`src/rtl/clb_pkg.sv`:
```
`timescale 1ns/1ps
package clb_pkg;
  typedef enum logic [1:0] {
    SRC_LUT6 = 2'd0,
    SRC_LUT5 = 2'd1,
    SRC_WIDE = 2'd2,
    SRC_BYP  = 2'd3
  } src_e;

  typedef struct packed {
    logic use_reg;
    src_e src;
  } path_mode_t;

  localparam int unsigned MODE_W = $bits(path_mode_t);
endpackage

```
`src/rtl/clb_rst_sync.sv`:
```
`timescale 1ns/1ps
module clb_rst_sync #(
  parameter int unsigned STAGES = 2
) (
  input  logic clk_i,
  input  logic rst_ni,
  output logic rst_sync_no
);
  logic [STAGES-1:0] sync_q, sync_d;

  always_comb sync_d = {sync_q[STAGES-2:0], 1'b1};

  always_ff @(posedge clk_i or negedge rst_ni) begin
    if (!rst_ni) sync_q <= '0;
    else         sync_q <= sync_d;
  end

  assign rst_sync_no = sync_q[STAGES-1];
endmodule

```
`src/rtl/clb_cfg_chain.sv`:
```
`timescale 1ns/1ps
module clb_cfg_chain #(
  parameter int unsigned WIDTH = 268
) (
  input  logic             clk_i,
  input  logic             rst_ni,
  input  logic             shift_i,
  input  logic             din_i,
  output logic [WIDTH-1:0] cfg_o,
  output logic             dout_o
);
  logic [WIDTH-1:0] sr_q, sr_d;

  always_comb begin
    sr_d = sr_q;
    if (shift_i) sr_d = {sr_q[WIDTH-2:0], din_i};
  end

  always_ff @(posedge clk_i or negedge rst_ni) begin
    if (!rst_ni) sr_q <= '0;
    else         sr_q <= sr_d;
  end

  assign cfg_o  = sr_q;
  assign dout_o = sr_q[WIDTH-1];

  // contents stay put while shifting is off
  a_r10_chain_hold: assert property (@(posedge clk_i) disable iff (!rst_ni)
    !shift_i |=> $stable(sr_q));
  // a shift takes the serial bit into position 0
  a_r9_shift_in: assert property (@(posedge clk_i) disable iff (!rst_ni)
    shift_i |=> sr_q[0] == $past(din_i));
endmodule

```
`src/rtl/clb_lut.sv`:
```
`timescale 1ns/1ps
module clb_lut #(
  parameter int unsigned K = 6
) (
  input  logic [(1<<K)-1:0] tt_i,
  input  logic [K-1:0]      sel_i,
  output logic              o6_o,
  output logic              o5_o
);
  localparam int unsigned HALF = 1 << (K - 1);

  logic [1:0] half_bit;

  for (genvar h = 0; h < 2; h++) begin : g_half
    logic [HALF-1:0] store;
    assign store       = tt_i[h*HALF +: HALF];
    assign half_bit[h] = store[sel_i[K-2:0]];
  end

  assign o5_o = half_bit[0];
  assign o6_o = sel_i[K-1] ? half_bit[1] : half_bit[0];
endmodule

```
`src/rtl/clb_path.sv`:
```
`timescale 1ns/1ps
module clb_path (
  input  logic clk_i,
  input  logic rst_ni,
  input  logic cfg_en_i,
  input  logic clr_i,
  input  logic en_i,
  input  logic d_i,
  input  logic use_reg_i,
  output logic out_o
);
  logic q_q, q_d;

  always_comb begin
    q_d = q_q;
    if (cfg_en_i || clr_i) q_d = 1'b0;
    else if (en_i)         q_d = d_i;
  end

  always_ff @(posedge clk_i or negedge rst_ni) begin
    if (!rst_ni) q_q <= 1'b0;
    else         q_q <= q_d;
  end

  assign out_o = cfg_en_i ? 1'b0 : (use_reg_i ? q_q : d_i);

  // configuration clears the register
  a_r9_cfg_clears: assert property (@(posedge clk_i) disable iff (!rst_ni)
    cfg_en_i |=> !q_q);
  // synchronous clear wins over enable
  a_r8_clear: assert property (@(posedge clk_i) disable iff (!rst_ni)
    (clr_i && !cfg_en_i) |=> !q_q);
  // capture with enable
  a_r7_capture: assert property (@(posedge clk_i) disable iff (!rst_ni)
    (en_i && !clr_i && !cfg_en_i) |=> q_q == $past(d_i));
  // hold without enable
  a_r7_hold: assert property (@(posedge clk_i) disable iff (!rst_ni)
    (!en_i && !clr_i && !cfg_en_i) |=> $stable(q_q));
endmodule

```
`src/rtl/clb_slice.sv`:
```
`timescale 1ns/1ps
module clb_slice #(
  parameter int unsigned LUT_IN = 6
) (
  input  logic                 clk,
  input  logic                 rst_n,
  input  logic                 cfg_en,
  input  logic                 cfg_in,
  output logic                 cfg_out,
  input  logic [4*LUT_IN-1:0]  lut_in,
  input  logic [3:0]           bypass,
  input  logic                 clk_en,
  input  logic                 sync_clr,
  output logic [3:0]           path_out,
  output logic [3:0]           o5_out
);
  import clb_pkg::*;

  localparam int unsigned N_LUT = 4;
  localparam int unsigned TT_W  = 1 << LUT_IN;
  localparam int unsigned TT_SZ = N_LUT * TT_W;
  localparam int unsigned CFG_W = TT_SZ + N_LUT * MODE_W;

  logic             rst_sync_n;
  logic [CFG_W-1:0] cfg;
  logic [N_LUT-1:0] o6, o5, wide, src_val;
  logic             f7_lo, f7_hi, f8;
  path_mode_t       mode [N_LUT];

  clb_rst_sync #(.STAGES(2)) u_rst (
    .clk_i(clk), .rst_ni(rst_n), .rst_sync_no(rst_sync_n)
  );

  clb_cfg_chain #(.WIDTH(CFG_W)) u_chain (
    .clk_i(clk), .rst_ni(rst_sync_n), .shift_i(cfg_en), .din_i(cfg_in),
    .cfg_o(cfg), .dout_o(cfg_out)
  );

  assign f7_lo = bypass[0] ? o6[1] : o6[0];
  assign f7_hi = bypass[2] ? o6[3] : o6[2];
  assign f8    = bypass[1] ? f7_hi : f7_lo;
  assign wide  = {f8, f7_hi, f8, f7_lo};

  for (genvar k = 0; k < N_LUT; k++) begin : g_path
    assign mode[k] = path_mode_t'(cfg[TT_SZ + k*MODE_W +: MODE_W]);

    clb_lut #(.K(LUT_IN)) u_lut (
      .tt_i (cfg[k*TT_W +: TT_W]),
      .sel_i(lut_in[k*LUT_IN +: LUT_IN]),
      .o6_o (o6[k]),
      .o5_o (o5[k])
    );

    always_comb begin
      unique case (mode[k].src)
        SRC_LUT6: src_val[k] = o6[k];
        SRC_LUT5: src_val[k] = o5[k];
        SRC_WIDE: src_val[k] = wide[k];
        default:  src_val[k] = bypass[k];
      endcase
    end

    clb_path u_path (
      .clk_i    (clk),
      .rst_ni   (rst_sync_n),
      .cfg_en_i (cfg_en),
      .clr_i    (sync_clr),
      .en_i     (clk_en),
      .d_i      (src_val[k]),
      .use_reg_i(mode[k].use_reg),
      .out_o    (path_out[k])
    );

    assign o5_out[k] = cfg_en ? 1'b0 : o5[k];

    // with the top input low both table results agree
    a_r2_halves_agree: assert property (@(posedge clk) disable iff (!rst_sync_n)
      (!cfg_en && !lut_in[k*LUT_IN + LUT_IN - 1]) |-> o5_out[k] == o6[k]);
    // direct mode shows the selected source
    a_r6_direct: assert property (@(posedge clk) disable iff (!rst_sync_n)
      (!cfg_en && !mode[k].use_reg) |-> path_out[k] == src_val[k]);
  end

  // outputs quiet while configuring
  a_r9_outs_quiet: assert property (@(posedge clk) disable iff (!rst_sync_n)
    cfg_en |-> (path_out == '0 && o5_out == '0));
endmodule

```
`config.mk`:
```
export PLATFORM = sky130hd
export DESIGN_NAME = clb_slice
export DESIGN_NICKNAME = d
export VERILOG_FILES = /design/src/rtl/clb_pkg.sv /design/src/rtl/clb_rst_sync.sv /design/src/rtl/clb_cfg_chain.sv /design/src/rtl/clb_lut.sv /design/src/rtl/clb_path.sv /design/src/rtl/clb_slice.sv
export SDC_FILE = /design/constraint.sdc
export NUM_CORES = 1
export LEC_CHECK = 0
export BUFFER_PORTS_ARGS = -buffer_cell sky130_fd_sc_hd__clkbuf_2
export CAP_MARGIN = 20
export CORE_MARGIN = 1
export CORE_UTILIZATION = 56
export DETAILED_ROUTE_END_ITERATION = 8
export PLACE_DENSITY = 0.76
export SYNTH_ARGS = -nofsm -noshare
export SYNTH_HDL_FRONTEND = slang
export SYNTH_SLANG_ARGS = --single-unit
```
`constraint.sdc`:
```
create_clock -name clk -period 8.8 [get_ports clk]
set_input_delay 0.88 -clock clk [delete_from_list [all_inputs] [get_ports clk]]
set_output_delay 0.88 -clock clk [all_outputs]
set_load 0.02 [all_outputs]
```
==> results.py <==
metrics = {
    "run_status": {
        "outcome": "complete, no violations",
    },
    "pwr": {
        "vdd_ir_drop_max_v": 0.000131,
        "power_leakage_nw": 6.82,
        "pwr_density_cell_nw_per_um2": 197,
    },
    "yosys": {
        "synth-seq-area-share": 0.533,
        "syn_nets": 889,
        "avgSynthCellArea_um2": 15.1,
        "synth.distinct_cells": 69,
        "ys.warnings.count": 0,
        "synth_enable_flop_cells": 0,
        "synthesis.instances": 855,
        "postSynth.asyncResetShare": 1.00,
        "syn_area_um2": 12900,
        "ys_ff_latch": 274,
        "synth_top_flop_cell": "dfrtp_1",
    },
    "critical_path": {
        "slowest_delay_ns": 0.53,
        "crit_path_end_kind": "primary output",
        "worst-path-max-fanout": 20,
        "worst-path-buf-inv": 2,
        "crit_type": "in2out",
        "worst_ep_arrival_time_ns": 3.58,
        "r2r-start": "u_rst.sync_q[1]",
        "cp.required_ns": 7.92,
        "cpMaxStageDelayCell": "clkbuf_2",
        "critPathLaunch": "lut_in[13]",
        "cp-start-kind": "primary input",
        "cp_top_family": "compound AO/OA/AOI/OAI gates",
        "critPathMostFrequentCell": "clkbuf_2",
        "path_cells": "clkbuf_2 -> mux4_2 -> mux2i_1 -> a22o_1 -> nor4_1 -> a2111oi_2 -> a32oi_1 -> o21ai_2 -> a211oi_2 -> clkbuf_2",
    },
    "layout": {
        "drive_gt1_frac": 0.471,
        "syn_to_final_growth_pct": 9.55,
        "final_cell_area_um2": 14100,
        "nets": 910,
    },
    "floorplan": {
        "die_h_um": 154,
        "start_util": 0.570,
        "floorplan.rows": 55,
        "die-area_um2": 23600,
        "core_um2": 22600,
        "die_x_um": 154,
        "pin_count": 43,
    },
    "sta": {
        "tightest_slew_ns": 0.994,
        "min_period_ns": 4.46,
        "setup_ws_ns": 4.34,
        "fin_skew_ns": 0.00785,
        "hold_violations": 0,
        "holdWs_ns": 0.124,
        "fin_crit_sh": 0.506,
        "max-slew-margin-rel": 0.337,
        "rsz0062_at_grt": "no",
        "tns_ns": 0,
        "final-max-slew-violation-count": 0,
        "finalSetupViolCount": 0,
        "fmax_ghz": 0.224,
    },
    "clock_tree": {
        "cts-root-buf": "clkbuf_16",
        "ctsResizeCount": 0,
        "cts_num_sinks": 274,
        "cts_setup_buffers": 0,
        "ctsHoldBuffers": 0,
        "clk_pin_slew_ns": 0.05,
        "cts_tree": "built",
        "cts_made_buffers": 29,
        "worstSkewPairLatency_ns": 0.53,
        "clockBufferDepth": 3,
        "htree_levels": 1,
    },
    "routing": {
        "num_vias": 7000,
        "ant_nets": 0,
        "drc": 0,
        "drt_wl_total_um": 21500,
        "firstDrtPassIters": 6,
        "routed_via_density": 5.92,
        "routedWlPerCell_um": 18.2,
        "dr.first_iter.drc_count": 407,
    },
    "global_routing": {
        "antenna_found_initial": 1,
        "grt_pass1_vias": 7309,
        "grt_pass1_wl_um": 37600,
        "grt_max_degree": 150,
        "grtUsageTotal": 0.194,
        "overflow": 0,
    },
    "min_path": {
        "hold_class": "in2async",
    },
    "place": {
        "place_ws_ns": 4.31,
        "placed_cell_area_um2": 13200,
        "portBuffers": 42,
        "dp_hpwl_um": 13800,
        "gp_congestion": 0.738,
    },
    "flow_run": {
        "max_cap_viol_count": 0,
    },
}
## per-stage QoR
stage / power [mW] / instances / utilization
CTS: 2.81 / 1180 / 0.624
global route: 2.89 / 1181 / 0.625
floorplan: 1.58 / 855 / -
finish: 2.77 / 1182 / 0.625
global placement: 1.63 / 1129 / 0.583
detailed placement: 1.64 / 1129 / 0.583
## cells in the final DEF, fill, tap and decap left out, types with 2 or more instances in the layout
master	instances
clkbuf_2	41
nor2b_1	9
a211oi_1	3
clkbuf_16	29
nor3b_1	2
clkbuf_1	11
o211ai_1	4
clkinv_2	3
mux4_1	10
clkbuf_8	7
nand3b_1	4
mux2_2	273
mux4_2	43
mux2i_1	28
dfrtp_1	273
o21a_1	2
o22ai_1	3
o31ai_1	2
o21ai_1	6
a221oi_1	3
a21oi_1	3
nor3_1	3
a22oi_1	3
a211oi_2	3
nand4_1	4
nand3_1	3
o211ai_2	2
o22ai_2	3
nand4b_1	2
buf_4	3
nand2b_1	8
o22a_1	3
nor2_1	24
nand2_1	19
o21ai_0	9
inv_1	10
## routing by layer
metal  routed length (um)  share of wire  GRT usage
met5                    0              0          0
met4                  309          0.014     0.0467
met3                  783          0.036     0.0321
met2                10000           0.47      0.299
met1                10400           0.48      0.291
## path summary, 6_finish.rpt
kind / slack, ns / endpoint / cells after the start
max in group asynchronous: 6.21 / u_chain.cfg_o[208] / 2
min in group clk: 0.35 / u_rst.sync_q[1] / 0
worst min register to register: 0.35 / u_rst.sync_q[1] / 0
worst max register to register: 6.21 / u_chain.cfg_o[208] / 2
worst min-delay path: 0.12 / u_rst.sync_q[1] / 1
worst max-delay path: 4.34 / path_out[3] / 10
## sequential cells by signal (all words and copies together) (netlist names)
register,flops
u_rst.sync_q,2
u_chain.cfg_o,268
g_path.u_path.q_q,4
## cells in the mapped netlist (4+ instances only)
cell type,number,area share
dfrtp_1,274,0.53
mux2_2,273,0.24
mux4_2,43,0.075
clkbuf_1,33,0.0096
mux2i_1,28,0.022
nor2_1,24,0.0070
nand2_1,19,0.0055
inv_1,10,0.0029
mux4_1,10,0.020
buf_6,9,0.0079
nor2b_1,9,0.0044
o21ai_0,9,0.0035
nand2b_1,8,0.0039
buf_4,7,0.0041
buf_2,6,0.0023
o21ai_1,6,0.0023
nand3b_1,4,0.0023
nand4_1,4,0.0019
o211ai_1,4,0.0023
## final cells by class
class / instances / area, um^2
diodes: 1 / 2.50
flip-flops and latches: 274 / 6860
clock inverters: 4 / 45.0
inverters: 11 / 41.3
repair buffers: 47 / 290
clock buffers: 47 / 863
fillers: 1732 / 8470
well taps: 285 / 357
multi-input cells: 513 / 5650
## cell families (layout without fill, tap and decap cells)
| logic type | after synthesis | count (layout) | synth area share |
|---|---|---|---|
| other cells | 1 | 2 | 0.000291 |
| compound gates | 68 | 68 | 0.0443 |
| flops | 274 | 274 | 0.533 |
| buf+inv | 68 | 109 | 0.0290 |
| simple gates | 90 | 90 | 0.0377 |
| mux | 354 | 354 | 0.356 |
## power by group
part / leakage [nW] / internal [mW] / switching [mW]
Combinational: 2.60 / 0.127 / 0.116
Clock: 0.447 / 0.692 / 0.472
Sequential: 3.77 / 1.32 / 0.0469
Power figures use the tool's default switching activity.
